$ cat src/rtl/gpio_irq_pkg.sv
package gpio_irq_pkg;

  // Byte offset width of the register window (eight 32-bit words).
  localparam int REG_ADDR_W = 5;

  // Word index of each register, taken from offset bits [4:2].
  typedef enum logic [2:0] {
    REG_DIR   = 3'd0,
    REG_OUT   = 3'd1,
    REG_BLINK = 3'd2,
    REG_POL   = 3'd3,
    REG_DIN   = 3'd4,
    REG_CAUSE = 3'd5,
    REG_EMASK = 3'd6,
    REG_LMASK = 3'd7
  } regSel_e;

  // Strobes from the decoder to the datapath.
  typedef struct packed {
    logic    wrDir;
    logic    wrOut;
    logic    wrBlink;
    logic    wrPol;
    logic    wrCause;
    logic    wrEdgeMask;
    logic    wrLevelMask;
    regSel_e rdSel;
  } busStrobe_t;

endpackage

$ cat src/rtl/gpio_irq_ctrl.sv
module gpio_irq_ctrl
  import gpio_irq_pkg::*;
(
  input  logic [REG_ADDR_W-1:0] busAddr,
  input  logic                  busWrEn,
  output busStrobe_t            strobe
);

  regSel_e wordSel;
  logic    unusedByteBits;

  assign wordSel        = regSel_e'(busAddr[REG_ADDR_W-1:2]);
  assign unusedByteBits = ^busAddr[1:0];

  always_comb begin
    strobe             = '0;
    strobe.rdSel       = wordSel;
    if (busWrEn) begin
      case (wordSel)
        REG_DIR:   strobe.wrDir       = 1'b1;
        REG_OUT:   strobe.wrOut       = 1'b1;
        REG_BLINK: strobe.wrBlink     = 1'b1;
        REG_POL:   strobe.wrPol       = 1'b1;
        REG_CAUSE: strobe.wrCause     = 1'b1;
        REG_EMASK: strobe.wrEdgeMask  = 1'b1;
        REG_LMASK: strobe.wrLevelMask = 1'b1;
        default:   ; // corrected input is read-only
      endcase
    end
  end

endmodule

$ cat src/rtl/gpio_irq_sync.sv
module gpio_irq_sync #(
  parameter int WIDTH  = 32,
  parameter int STAGES = 2
) (
  input  logic             clk,
  input  logic             rstN,
  input  logic [WIDTH-1:0] asyncIn,
  output logic [WIDTH-1:0] syncOut
);

  logic [WIDTH-1:0] stageQ [STAGES];

  for (genvar s = 0; s < STAGES; s++) begin : g_stage
    if (s == 0) begin : g_first
      always_ff @(posedge clk or negedge rstN) begin
        if (!rstN) stageQ[s] <= '0;
        else       stageQ[s] <= asyncIn;
      end
    end else begin : g_next
      always_ff @(posedge clk or negedge rstN) begin
        if (!rstN) stageQ[s] <= '0;
        else       stageQ[s] <= stageQ[s-1];
      end
    end
  end

  assign syncOut = stageQ[STAGES-1];

endmodule

$ cat src/rtl/gpio_blink_tmr.sv
module gpio_blink_tmr #(
  parameter int BLINK_HALF = 1000
) (
  input  logic clk,
  input  logic rstN,
  output logic blinkPhase
);

  localparam int CNT_W = (BLINK_HALF > 1) ? $clog2(BLINK_HALF) : 1;
  localparam logic [CNT_W-1:0] CNT_LAST = CNT_W'(BLINK_HALF - 1);

  logic [CNT_W-1:0] preCnt;

  always_ff @(posedge clk or negedge rstN) begin
    if (!rstN) begin
      preCnt     <= '0;
      blinkPhase <= 1'b0;
    end else if (preCnt == CNT_LAST) begin
      preCnt     <= '0;
      blinkPhase <= ~blinkPhase;
    end else begin
      preCnt <= preCnt + 1'b1;
    end
  end

endmodule

$ cat src/rtl/gpio_irq_dp.sv
module gpio_irq_dp
  import gpio_irq_pkg::*;
#(
  parameter int NUM_PINS    = 32,
  parameter int GROUP_SIZE  = 8,
  parameter int BLINK_HALF  = 1000,
  parameter int SYNC_STAGES = 2,
  localparam int NUM_GROUPS = NUM_PINS / GROUP_SIZE
) (
  input  logic                  clk,
  input  logic                  rstN,
  input  busStrobe_t            strobe,
  input  logic [NUM_PINS-1:0]   wrData,
  input  logic [NUM_PINS-1:0]   padIn,
  output logic [NUM_PINS-1:0]   rdData,
  output logic [NUM_PINS-1:0]   padOut,
  output logic [NUM_PINS-1:0]   padInputMode,
  output logic [NUM_GROUPS-1:0] groupIrq,
  output logic [NUM_PINS-1:0]   corrIn,
  output logic [NUM_PINS-1:0]   edgeCause,
  output logic [NUM_PINS-1:0]   edgeMask,
  output logic [NUM_PINS-1:0]   levelMask,
  output logic [NUM_PINS-1:0]   blinkEn
);

  logic [NUM_PINS-1:0] dirReg;
  logic [NUM_PINS-1:0] outReg;
  logic [NUM_PINS-1:0] polReg;
  logic [NUM_PINS-1:0] prevCorr;
  logic [NUM_PINS-1:0] syncIn;
  logic [NUM_PINS-1:0] riseEvt;
  logic [NUM_PINS-1:0] pinIrq;
  logic                blinkPhase;

  gpio_irq_sync #(
    .WIDTH (NUM_PINS),
    .STAGES(SYNC_STAGES)
  ) i_sync (
    .clk    (clk),
    .rstN   (rstN),
    .asyncIn(padIn),
    .syncOut(syncIn)
  );

  gpio_blink_tmr #(
    .BLINK_HALF(BLINK_HALF)
  ) i_blink (
    .clk       (clk),
    .rstN      (rstN),
    .blinkPhase(blinkPhase)
  );

  assign corrIn  = syncIn ^ polReg;
  assign riseEvt = corrIn & ~prevCorr;

  // Configuration registers
  always_ff @(posedge clk or negedge rstN) begin
    if (!rstN) begin
      dirReg    <= '1;
      outReg    <= '0;
      blinkEn   <= '0;
      polReg    <= '0;
      edgeMask  <= '0;
      levelMask <= '0;
    end else begin
      if (strobe.wrDir)       dirReg    <= wrData;
      if (strobe.wrOut)       outReg    <= wrData;
      if (strobe.wrBlink)     blinkEn   <= wrData;
      if (strobe.wrPol)       polReg    <= wrData;
      if (strobe.wrEdgeMask)  edgeMask  <= wrData;
      if (strobe.wrLevelMask) levelMask <= wrData;
    end
  end

  // Sticky edge cause: zeros in the write clear, new events win.
  always_ff @(posedge clk or negedge rstN) begin
    if (!rstN) begin
      prevCorr  <= '0;
      edgeCause <= '0;
    end else begin
      prevCorr  <= corrIn;
      edgeCause <= (strobe.wrCause ? (edgeCause & wrData) : edgeCause) | riseEvt;
    end
  end

  assign padOut       = (blinkEn & {NUM_PINS{blinkPhase}}) | (outReg & ~blinkEn);
  assign padInputMode = dirReg;
  assign pinIrq       = (corrIn & levelMask) | (edgeCause & edgeMask);

  for (genvar g = 0; g < NUM_GROUPS; g++) begin : g_group
    assign groupIrq[g] = |pinIrq[g*GROUP_SIZE +: GROUP_SIZE];
  end

  always_comb begin
    case (strobe.rdSel)
      REG_DIR:   rdData = dirReg;
      REG_OUT:   rdData = outReg;
      REG_BLINK: rdData = blinkEn;
      REG_POL:   rdData = polReg;
      REG_DIN:   rdData = corrIn;
      REG_CAUSE: rdData = edgeCause;
      REG_EMASK: rdData = edgeMask;
      default:   rdData = levelMask;
    endcase
  end

endmodule

$ cat src/rtl/gpio_irq_port.sv
module gpio_irq_port
  import gpio_irq_pkg::*;
#(
  parameter int NUM_PINS    = 32,
  parameter int GROUP_SIZE  = 8,
  parameter int BLINK_HALF  = 1000,
  parameter int SYNC_STAGES = 2,
  localparam int NUM_GROUPS = NUM_PINS / GROUP_SIZE
) (
  input  logic                  clk,
  input  logic                  rstN,
  input  logic [REG_ADDR_W-1:0] busAddr,
  input  logic                  busWrEn,
  input  logic [NUM_PINS-1:0]   busWrData,
  output logic [NUM_PINS-1:0]   busRdData,
  input  logic [NUM_PINS-1:0]   padIn,
  output logic [NUM_PINS-1:0]   padOut,
  output logic [NUM_PINS-1:0]   padInputMode,
  output logic [NUM_GROUPS-1:0] groupIrq
);

  busStrobe_t          strobe;
  logic [NUM_PINS-1:0] corrIn;
  logic [NUM_PINS-1:0] edgeCause;
  logic [NUM_PINS-1:0] edgeMask;
  logic [NUM_PINS-1:0] levelMask;
  logic [NUM_PINS-1:0] blinkEn;

  gpio_irq_ctrl i_ctrl (
    .busAddr(busAddr),
    .busWrEn(busWrEn),
    .strobe (strobe)
  );

  gpio_irq_dp #(
    .NUM_PINS   (NUM_PINS),
    .GROUP_SIZE (GROUP_SIZE),
    .BLINK_HALF (BLINK_HALF),
    .SYNC_STAGES(SYNC_STAGES)
  ) i_dp (
    .clk         (clk),
    .rstN        (rstN),
    .strobe      (strobe),
    .wrData      (busWrData),
    .padIn       (padIn),
    .rdData      (busRdData),
    .padOut      (padOut),
    .padInputMode(padInputMode),
    .groupIrq    (groupIrq),
    .corrIn      (corrIn),
    .edgeCause   (edgeCause),
    .edgeMask    (edgeMask),
    .levelMask   (levelMask),
    .blinkEn     (blinkEn)
  );

endmodule

$ cat config.mk
export PLATFORM = sky130hd
export DESIGN_NAME = gpio_irq_port
export DESIGN_NICKNAME = d
export VERILOG_FILES = /design/src/rtl/gpio_irq_pkg.sv /design/src/rtl/gpio_irq_ctrl.sv /design/src/rtl/gpio_irq_sync.sv /design/src/rtl/gpio_blink_tmr.sv /design/src/rtl/gpio_irq_dp.sv /design/src/rtl/gpio_irq_port.sv
export SDC_FILE = /design/constraint.sdc
export NUM_CORES = 1
export LEC_CHECK = 0
export CAP_MARGIN = 20
export CORE_MARGIN = 2
export CORE_UTILIZATION = 39
export CTS_CLUSTER_SIZE = 40
export DETAILED_ROUTE_END_ITERATION = 16
export PLACE_DENSITY_LB_ADDON = 0.08
export SYNTH_ARGS = -nofsm -noshare
export SYNTH_HDL_FRONTEND = slang
export SYNTH_SLANG_ARGS = --single-unit
export TNS_END_PERCENT = 10
$ cat constraint.sdc
create_clock -name clk -period 5.19 [get_ports clk]
set_input_delay 1.038 -clock clk [delete_from_list [all_inputs] [get_ports clk]]
set_output_delay 1.038 -clock clk [all_outputs]
set_load 0.02 [all_outputs]
==> metrics <==
Worst-Margin Slew=0.9989 ns; synth warn=0; Seq/Total Area, Yosys=57.01%; VDD IR max=0.2223 mV; nets=1393; unrepaired setup endpoints after global routing=false; DR DRC count=0; die span in y=197.5 um; via count=9970; Tcrit/Tclk final=87.41%; global-route wire length before repair=64.80 mm; switching power=2.230 mW; layout cell share with drive strength beyond 1=29.87%; fillers=3328; Cell Rows=70; CP Data Arrival Time=3.50 ns; Leak Pwr=7.710 nW; crit-path max cell delay=0.68 ns; Pwr Total=7.998 mW; vias in the first global route=10.25k; port buffer count=169; Synth Area in Compound Gates=11.26%; leading area contributor after synthesis=dfrtp_1; antenna-violating nets left=0; Worst Path Required=4.15 ns; setup_tns=0 ns; Syn Nets=1213; clock root buffer=clkbuf_16; Skew-Pair Late Insertion Delay=0.53 ns; switching portion of total power=27.88%; Post-synth ARST share=100.0%; via/cell ratio=5.487; initial antenna violation count=1; Flop pwr share=42.9%; Post-synth EDFFs=0; CTS clock-pin slew for the worst setup and hold paths=0.06 ns; largest net degree at the start of global routing=121; Syn Inst Count=1140; achievable frequency=0.2204 GHz; Logic pwr share=21.5%; Hold Vio Cnt, Final=0; CP endpoint kind=output port; Detail Placement HPWL=27.38 mm; clk sinks=331; CP Max Fanout=26; # IOs=172; Clock Power Share=35.6%; largest family of logic cells by synthesized area=multiplexers; Top FF cell, synth=dfrtp_1; Slew headroom=33.41%; fin. max-slew vios=0; Final Wtd Congestion=0.8038; grt total ovfl=0; Worst Hold Class=reg -> reg; syn avg cell area=12.81 um2; wire per inst=23.35 um; total CTS buffers=38; startpoint type of the worst setup path=input pin; synth top area cells=dfrtp_1, mux2_2, dfstp_2, o21ai_0, mux2_4; Tmin final=4.537 ns; H-tree levels=2; Iteration-0 DRC Markers=772; final hold slack=0.3447 ns; clock buffer depth=3; area delta synth->final=24.65%; die footprint=0.03900 mm2; crit path max-delay cell type=clkdlybuf4s50_1; Die Span X=197.5 um; # setup viols final=0; post-CTS resize count=0; status=completed; # diodes=0; Setup WS pre-CTS=0.7686 ns; CTS tree=yes; Syn Std Cell Area=0.01460 mm2; starting density of the core=39.79%; final WL=42.42 mm; worst setup margin=0.6535 ns; WS Path Type=in -> out; area of the core=0.03670 mm2; Distinct cells, synth=52; cts hold-fix bufs=0; mux cell area share after synthesis=20.64%; GRT Total Usage=22.11%; worst path cell trace=buf_4 > or2_0 > a211oi_1 > o22ai_1 > a21oi_1 > clkdlybuf4s50_1; Synth Area in XOR/XNOR=2.280%; MaxCap Viol Count=0; worst clock skew=0.01528 ns; Int Power=5.769 mW; Yosys reg bits=331; post-synth top area share=51.25%; simple logic cell fraction of the synthesized area=5.527%; Power Density=439.5 mW/mm2; post-layout util=49.59%; Synth Area in Adders=0.08570%; first-pass detailed-route iteration total=5; Post-CTS Setup Bufs=0
-- metrics by stage --
stage	area (um2)	cells
floorplan	14600	1140
global placement	16840	1747
detailed placement	16840	1747
CTS	18180	1816
global route	18200	1817
finish	18200	1817
-- worst max-delay path: cells and delay by family --
family / cells / cell delay [ns]
AO/OA/AOI/OAI: 3 / 0.94
buffers and inverters: 2 / 0.90
AND/OR/NAND/NOR: 1 / 0.60
-- per-layer routing --
metal / part of all wire (%) / global-route usage (%)
met1: 47 / 32.04
met2: 46 / 34.25
met3: 5.2 / 3.756
met4: 2.2 / 6.099
met5: 0.019 / 0
-- cell usage after synthesis (2+ instances only) --
library cell and count:
mux2_4 30, dfstp_2 32, a22oi_1 18, a2bb2oi_1 2
inv_1 33, nand2b_1 2, o21ai_0 102, o221ai_1 16
or2_2 18, a211oi_1 2, a222oi_1 14, buf_2 28
o22ai_1 2, nand2_1 48, nor4bb_1 2, xnor2_1 16
dfrtp_1 299, a32oi_1 8, a221oi_1 14, a22o_1 16
nand3_1 12, buf_4 7, buf_6 4, a31oi_1 6
o211ai_1 6, nor3_1 2, clkbuf_1 26, mux2i_1 13
a21o_1 8, and3_1 8, nor2_1 47, a21oi_1 28
mux2_1 4, nor2b_1 13, xor2_1 22, o22a_1 2
mux2_2 212, a221o_1 4
-- area by class of cell --
cell class              instances  area, um2  area share [%]
flip-flops and latches        331       8323           45.73
multi-input cells             709       5833           32.05
repair buffers                207       1997           10.97
clock buffers                  54       1102           6.057
well taps                     468      585.6           3.218
clock inverters                15      234.0           1.286
inverters                      33      123.9          0.6806
-- kinds of logic after synthesis --
group,count (synthesis)
AOI/OAI and AO/OA,248
xor gates and xnor gates,38
adders and majority gates,1
buffers and inverters,100
DFF,331
muxes,259
and+or+nand+nor,163
-- cell usage in the layout (no fill, tap or decap), types with 18 or more instances in the layout --
cell type / instances
dfrtp_1: 299
mux2_2: 212
clkdlybuf4s50_1: 165
o21ai_0: 102
nand2_1: 48
nor2_1: 47
clkbuf_16: 39
buf_4: 38
inv_1: 33
dfstp_2: 32
mux2_4: 30
a21oi_1: 28
xor2_1: 22
a22oi_1: 18
or2_2: 18
-- power groups by stage --
stage / clock network (mW) / registers (mW) / logic [mW]
final: 2.85 / 3.43 / 1.72
after global routing: 3.03 / 3.49 / 1.86
after CTS: 2.93 / 3.43 / 1.74
after detailed placement: 0 / 3.47 / 1.73
after global placement: 0 / 3.46 / 1.71
after floorplan: 0 / 3.43 / 0.990
-- worst paths after layout --
path                                        startpoint                      end  slack, ns  cells after the start
worst max register to register  i_dp.i_blink.preCnt[0]  i_dp.i_blink.blinkPhase       3.43                      5
worst min-delay path            i_dp.i_sync.stageQ[46]  i_dp.i_sync.syncOut[14]       0.34                      0
max in group asynchronous                         rstN         i_dp.prevCorr[7]       3.31                      2
worst min register to register  i_dp.i_sync.stageQ[46]  i_dp.i_sync.syncOut[14]       0.34                      0
worst max-delay path                        busAddr[3]            busRdData[13]       0.65                      6
min in group asynchronous                         rstN         i_dp.blinkEn[17]       0.58                      1
(Power assumes the default switching activity.)
